### src/rtl/ofc_pkg.sv
package ofc_pkg;

  // Signed contribution of one crossing-sample decision.
  function automatic int vote_term(input logic one);
    return one ? 1 : -1;
  endfunction

  // Trim code after a trip request, clamped to [lo, hi].
  function automatic int sat_step(input int cur, input logic dn, input logic up,
                                  input int lo, input int hi);
    int nxt;
    nxt = cur;
    if (dn && cur > lo) nxt = cur - 1;
    else if (up && cur < hi) nxt = cur + 1;
    return nxt;
  endfunction

endpackage

### src/rtl/ofc_vote.sv
module ofc_vote #(
  parameter int ACC_W = 17
) (
  input  logic                    dec_valid,
  input  logic                    dec_bit,
  output logic                    term_en,
  output logic signed [ACC_W-1:0] term
);
  import ofc_pkg::*;

  assign term_en = dec_valid;
  assign term    = ACC_W'(vote_term(dec_bit));

endmodule

### src/rtl/ofc_integrator.sv
module ofc_integrator #(
  parameter int ACC_W    = 17,
  parameter int THR_LOG2 = 12
) (
  input  logic                    clk,
  input  logic                    rst_n,
  input  logic                    term_en,
  input  logic signed [ACC_W-1:0] term,
  output logic signed [ACC_W-1:0] acc_q,
  output logic                    trip_hi,
  output logic                    trip_lo
);
  localparam int                    THR_I   = 1 << THR_LOG2;
  localparam logic signed [ACC_W-1:0] POS_LIM = ACC_W'(THR_I);
  localparam logic signed [ACC_W-1:0] NEG_LIM = -POS_LIM;

  logic signed [ACC_W-1:0] acc_sum;

  assign acc_sum = acc_q + term;
  assign trip_hi = term_en && (acc_sum > POS_LIM);
  assign trip_lo = term_en && (acc_sum < NEG_LIM);

  always_ff @(posedge clk) begin
    if (!rst_n) begin
      acc_q <= '0;
    end else if (term_en) begin
      if (trip_hi || trip_lo) acc_q <= '0;
      else                    acc_q <= acc_sum;
    end
  end

endmodule

### src/rtl/ofc_code_reg.sv
module ofc_code_reg #(
  parameter int CODE_W = 6
) (
  input  logic                     clk,
  input  logic                     rst_n,
  input  logic                     trip_hi,
  input  logic                     trip_lo,
  output logic signed [CODE_W-1:0] code_q,
  output logic                     upd_q
);
  import ofc_pkg::*;

  localparam int CODE_MAX = (1 << (CODE_W - 1)) - 1;
  localparam int CODE_MIN = -(1 << (CODE_W - 1));

  logic signed [CODE_W-1:0] code_d;
  logic                     upd_d;

  assign code_d = CODE_W'(sat_step(int'(code_q), trip_hi, trip_lo, CODE_MIN, CODE_MAX));
  assign upd_d  = (code_d != code_q);

  always_ff @(posedge clk) begin
    if (!rst_n) begin
      code_q <= '0;
      upd_q  <= 1'b0;
    end else begin
      code_q <= code_d;
      upd_q  <= upd_d;
    end
  end

endmodule

### src/rtl/ofc_loop.sv
module ofc_loop #(
  parameter int ACC_W    = 17,
  parameter int THR_LOG2 = 12,
  parameter int CODE_W   = 6
) (
  input  logic                     clk,
  input  logic                     rst_n,
  input  logic                     dec_valid,
  input  logic                     dec_bit,
  output logic signed [CODE_W-1:0] corr_code,
  output logic                     corr_upd
);

  logic                    term_en;
  logic signed [ACC_W-1:0] term;
  logic signed [ACC_W-1:0] acc_q;
  logic                    trip_hi;
  logic                    trip_lo;

  ofc_vote #(.ACC_W(ACC_W)) u_vote (
    .dec_valid (dec_valid),
    .dec_bit   (dec_bit),
    .term_en   (term_en),
    .term      (term)
  );

  ofc_integrator #(.ACC_W(ACC_W), .THR_LOG2(THR_LOG2)) u_integ (
    .clk     (clk),
    .rst_n   (rst_n),
    .term_en (term_en),
    .term    (term),
    .acc_q   (acc_q),
    .trip_hi (trip_hi),
    .trip_lo (trip_lo)
  );

  ofc_code_reg #(.CODE_W(CODE_W)) u_code (
    .clk     (clk),
    .rst_n   (rst_n),
    .trip_hi (trip_hi),
    .trip_lo (trip_lo),
    .code_q  (corr_code),
    .upd_q   (corr_upd)
  );

endmodule

### config.mk
export PLATFORM = sky130hd
export DESIGN_NAME = ofc_loop
export DESIGN_NICKNAME = d
export VERILOG_FILES = /design/src/rtl/ofc_pkg.sv /design/src/rtl/ofc_vote.sv /design/src/rtl/ofc_integrator.sv /design/src/rtl/ofc_code_reg.sv /design/src/rtl/ofc_loop.sv
export SDC_FILE = /design/constraint.sdc
export NUM_CORES = 1
export LEC_CHECK = 0
export BUFFER_PORTS_ARGS = -buffer_cell sky130_fd_sc_hd__buf_2
export CAP_MARGIN = 20
export CORE_MARGIN = 5
export CORE_UTILIZATION = 59
export DETAILED_ROUTE_END_ITERATION = 10
export PLACE_DENSITY_LB_ADDON = 0.3
export RECOVER_POWER = 25
export REMOVE_ABC_BUFFERS = 1
export SLEW_MARGIN = 20
export SYNTH_ARGS = -nofsm -noshare
export SYNTH_HDL_FRONTEND = slang
export SYNTH_SLANG_ARGS = --single-unit
### constraint.sdc
create_clock -name clk -period 6.2 [get_ports clk]
set_input_delay 0.62 -clock clk [delete_from_list [all_inputs] [get_ports clk]]
set_output_delay 0.62 -clock clk [all_outputs]
set_load 0.02 [all_outputs]
# Yosys cells after proc, flatten, opt, wreduce, memory -nomap -nowiden
# Index checks and enable logic that the tools add are counted.
word_totals:
  reg_bits: 24
  latchBits: 0
  ram_bits: 0
  romBits: 0
  inputBits: 4
  elab_cells: 20
  n_memories: 0
classes:
  add_sub_neg: 3
  n_mul: 0
  n_div: 0
  n_lt_le_gt_ge: 4
  eq_ne: 1
  shift: 0
  n_mux: 4
  bitwise: 0
  reduce_logical: 5
op_table:
  columns: ["op", "count"]
  rows:
  - ["two-way mux 17 bit", 2]
  - ["adder 17 bit", 1]
  - ["greater-than comparator 17 x 14 -> 1 bit (second input constant)", 1]
  - ["less-than comparator 17 x 13 -> 1 bit (second input constant)", 1]
  - ["two-way mux 6 bit", 2]
  - ["adder 6 x 2 -> 6 bit (second input constant)", 1]
  - ["greater-than comparator 6 bit (second input constant)", 1]
  - ["less-than comparator 6 bit (second input constant)", 1]
  - ["!= test 6 bit", 1]
  - ["subtractor 6 x 2 -> 6 bit (second input constant)", 1]
  - ["logical AND 1 bit", 4]
  - ["logical OR 1 bit", 1]

# Depth between registers and ports, before layout
depth:
  word_depth: 8
  depth_mapped: 13
  ltp_nobuf: 11

# Cells and area by module
# Synthesis repeated with hierarchy kept, for this count alone.
unflattened:
  cells_unflattened: 273
  area_unflattened_um2: 2222.1
by_module_without_submodules:
  columns: ["module", "instances", "cells_each", "area_per_inst_um2"]
  rows:
  - ["ofc_integrator", 1, 199, 1612.8]
  - ["ofc_code_reg", 1, 55, 474.2]
  - ["ofc_vote", 1, 19, 135.1]

# Worst setup path before layout
# Ideal clock, no wire load.
synth_path:
  path_kind: "input to register"
  from: "input dec_bit"
  to: "register u_integ.acc_q[2]"
  setup_ns: 0.060
  arrival_ns: 3.372
  t_required_ns: 6.140
  setup_slack_ns: 2.768
  cell_stages: 12
  path_buffers: 1
  path_cell_list: "inv_1 ha_1 a211oi_2 o31ai_2 or4_1 and4_1 or2_1 o41ai_2 and3_1 o21ba_1 buf_4 a32o_1"
synth_between:
  elab_chain_cells: 6
  word_cells_on_any_way: 8
synth_lines:
  columns: ["item", "line_no", "source"]
  rows:
  - ["from (decl)", "ofc_loop.sv:9", "input logic dec_bit,"]
  - ["two-way mux 17 bit (*)", "ofc_pkg.sv:5", "return one ? 1 : -1;"]
  - ["adder 17 bit (*)", "ofc_integrator.sv:19", "assign acc_sum = acc_q + term;"]
  - ["greater-than comparator 17 x 14 -> 1 bit or less-than comparator 17 x 13 -> 1 bit (tied branches)", "ofc_integrator.sv:20, ofc_integrator.sv:21", null]
  - ["logical AND 1 bit (on tied branches)", "ofc_integrator.sv:20, ofc_integrator.sv:21", null]
  - ["logical OR 1 bit", "ofc_integrator.sv:27", "if (trip_hi || trip_lo) acc_q <= '0;"]
  - ["two-way mux 17 bit (*)", "ofc_integrator.sv:27", null]
  - ["to (signal assigned)", "ofc_integrator.sv:28", "else acc_q <= acc_sum;"]
  - ["to (decl)", "ofc_integrator.sv:9", "output logic signed [ACC_W-1:0] acc_q,"]
# Mark *: on every way between the ends. The rest lies on a longest branch, timed or not.
# A chain may end at the register's enable or synchronous reset.

# Worst setup path in the final report
layout_path:
  from: "input dec_bit"
  to: "register u_integ.acc_q[4]"
# The elaborated chain is that of the path after synthesis.

==> flow_summary.yaml <==
final_layout:
  area_growth_pct: 5.98
  finalNetCount: 267
  num_antenna_cells: 0
  ff_latch_area_um2: 480
  final_cell_mix: "nand2_1, dfxtp_1, a21oi_1, ha_1, nor2_1"
  nFillCells: 296
  multi_input_area_um2: 1370
  drive_above_1_share_pct: 5.35
  layout_commonest_cell: "nand2_1"
worst_setup_path:
  endpoint_kind: "flip-flop"
  cp_num_buf_inv: 2
  cp_top_family: "compound AO/OA/AOI/OAI gates"
  cp_data_arrival_time_ps: 4030
  r2r_cells: 11
  crit_path_start_kind: "input port"
  slowest_delay_ps: 440
  crit_slowest_cell: "a2111oi_0"
  required_ps: 6460
  r2r_slack_ps: 2800
  path_cells: "buf_2 > inv_1 > ha_1 > a21oi_1 > o21ai_0 > a2111oi_0 > a21oi_1 > xnor2_1 > nand4_1 > nor2_1 > o21ba_1 > a22o_1"
  r2r_end: "u_integ.acc_q[4]$_SDFFE_PN0P_"
  r2r_start: "u_integ.acc_q[0]$_SDFFE_PN0P_"
  worstPathMaxFanout: 15
  cpMostUsedCell: "a21oi_1"
  path_class: "input port to flip-flop"
power_and_ir_drop:
  ir_drop_uv: 132
  power.leakage_nw: 0.854
  powerDensity_nw_per_um2: 182
logic_synthesis:
  synth_top_area_share_pct: 25.0
  synth_edf_count: 0
  syn_avg_cell_area_um2: 8.12
  syn_inst: 237
  synth_area_leaders: "dfxtp_1, ha_1, nand2_1"
  yosysTopAreaCell: "dfxtp_1"
  async_reset_ff_share_pct: 0
  synth_area_um2: 1920
  synth-main-ff-cell: "dfxtp_1"
  yosys_warnings: 0
  yosysSeqAreaShare_pct: 25.0
  ys_types: 50
  ys_seq_elements: 24
sta:
  drv_slew: 0
  holdWs_ps: 483
  post-route-period-util_pct: 60.7
  skew_ps: 13.3
  fmax_mhz: 266
  finalSetupTns_ps: 0
  hold_violations: 0
  rsz0062_at_grt: "no"
  fin_crit_ps: 3760
  slew_headroom_pct: 40.0
  setup_viol: 0
  worstMarginPinSlew_ps: 898
routing:
  detail-route-antenna-nets: 0
  vias: 1802
  viasPerCell: 6.28
  routed_wl_um: 4520
  wl_per_cell_um: 15.7
  dr.pass1.iters: 4
  drc: 0
  drt-initial-drc-count: 174
min_path:
  holdCritStartpoint: "u_integ.acc_q[7]$_SDFFE_PN0P_"
  whs_path_depth: 2
  min_to: "u_integ.acc_q[7]$_SDFFE_PN0P_"
  hold_path_class: "flip-flop to flip-flop"
floorplanning:
  die_area_um2: 4500
  rows: 20
  die_x_um: 67.1
  io_pins: 11
  core_region_area_um2: 3100
  die_h_um: 67.1
  start_util_pct: 62.0
global_route:
  grt_use_total_pct: 22.1
  antenna_found_initial: 0
  overflow: 0
  grt_pass1_vias: 1685
  grt_max_degree: 20
  grt_pass1_wl_um: 7780
run_status:
  status: "completed"
clock_tree:
  clkLatencyLatePin_ps: 330
  clk_pin_slew_ps: 130
  root_buffer: "clkbuf_4"
  cts_hold_buf: 0
  htreeDepth: 1
  cts_resized: 0
  cts.sinks: 24
  cts_setup_buffers: 0
  cts.path.max_buffers: 2
  cts_tree: "built"
  numCtsBuffers: 3
place:
  hpwl_um: 3250
  gp_congestion: 0.866
  io_buffers: 10
job:
  maxCapViolCount: 0
[metal layers]
metal | share of wire, % | GRT usage (%) | vias up
li1 | - | - | 900
met1 | 48 | 31.2 | 845
met2 | 47 | 35.8 | 53
met3 | 4.3 | 1.69 | 4
met4 | 0.69 | 6.08 | 0
met5 | 0 | 0 | -
[cell type report]
| class | instances | share of cell area [%] |
|---|---|---|
| Multi-Input combinational cell | 195 | 67.3 |
| Inverter | 10 | 1.84 |
| Sequential cell | 24 | 23.6 |
| Timing Repair Buffer | 10 | 2.02 |
| Tap cell | 44 | 2.70 |
| Clock buffer | 3 | 1.10 |
| Clock inverter | 1 | 1.47 |
[worst register-to-register path, cell delays in order (launching register included)]
cell	delay (ps)
dfxtp_1	440
inv_1	90
fa_1	420
nand2b_1	210
a21oi_1	170
xor2_1	120
a2111oi_0	470
o2111ai_1	260
o41ai_2	390
and3_1	230
o21ba_1	330
a22o_1	210
[flip-flops by register name, summed over array words and instances (netlist names)]
| name | count |
|---|---|
| u_code.code_q | 6 |
| u_code.upd_q | 1 |
| u_integ.acc_q | 17 |
[synthesized netlist by cell type (2+ instances only)]
cell and instances:
nor2_1 15, nor3b_1 2, ha_1 18, mux2i_1 4
xnor2_1 6, nor2b_1 6, nand2_1 25, xor2_1 5
and2_1 3, a211o_1 2, o2111ai_1 2, o221ai_1 2
nand3_1 5, inv_1 10, o41ai_2 2, o21a_1 7
a211oi_1 4, a32oi_1 3, o31ai_1 3, o21ai_0 9
nand3b_1 2, dfxtp_1 24, and3_1 5, a21oi_1 18
and4_1 3, a21o_1 2, nand2b_1 7, a2111oi_0 2
a22o_1 7, nor3_1 6, nand4_1 4, clkbuf_1 6
[per-stage QoR]
step           util (%)  instances  cell area, um2  setup WS (ps)  power, mW
3_5_place_dp       64.3        283            2000           2210      0.256
2_1_floorplan         -        229            1890           2730      0.234
5_1_grt            65.7        287            2040           2030      0.387
6_report           65.7        287            2040           2440      0.371
3_3_place_gp       64.3        283            2000           2250      0.255
4_1_cts            66.0        287            2050           2500      0.371
[power breakdown]
group          total, mW  internal (mW)  switching (mW)
Sequential         0.170          0.161         0.00886
Combinational     0.0853         0.0306          0.0546
Clock              0.115         0.0654          0.0501
[logic make-up after synthesis]
logic type / count (synthesis) / share of synthesized area [%]
AO/OA/AOI/OAI: 73 / 27.7
XOR/XNOR: 11 / 5.01
adder cells (fa/ha/maj): 19 / 12.7
buffers and inverters: 18 / 3.71
flip-flops: 24 / 25.0
multiplexers: 5 / 2.67
AND/OR/NAND/NOR: 87 / 23.2
[worst max-delay path by stage]
stage / depth (start not counted) / endpoint / from
finish: 12 / u_integ.acc_q[4]$_SDFFE_PN0P_ / dec_bit
CTS: 12 / u_integ.acc_q[4]$_SDFFE_PN0P_ / dec_bit
global placement: 12 / u_integ.acc_q[0]$_SDFFE_PN0P_ / dec_bit
global route: 12 / u_code.code_q[4]$_SDFF_PN0_ / dec_bit
detailed placement: 12 / u_integ.acc_q[2]$_SDFFE_PN0P_ / dec_bit
floorplan: 11 / u_integ.acc_q[2]$_SDFFE_PN0P_ / dec_bit
No activity file was read; power rests on OpenSTA's default activity.
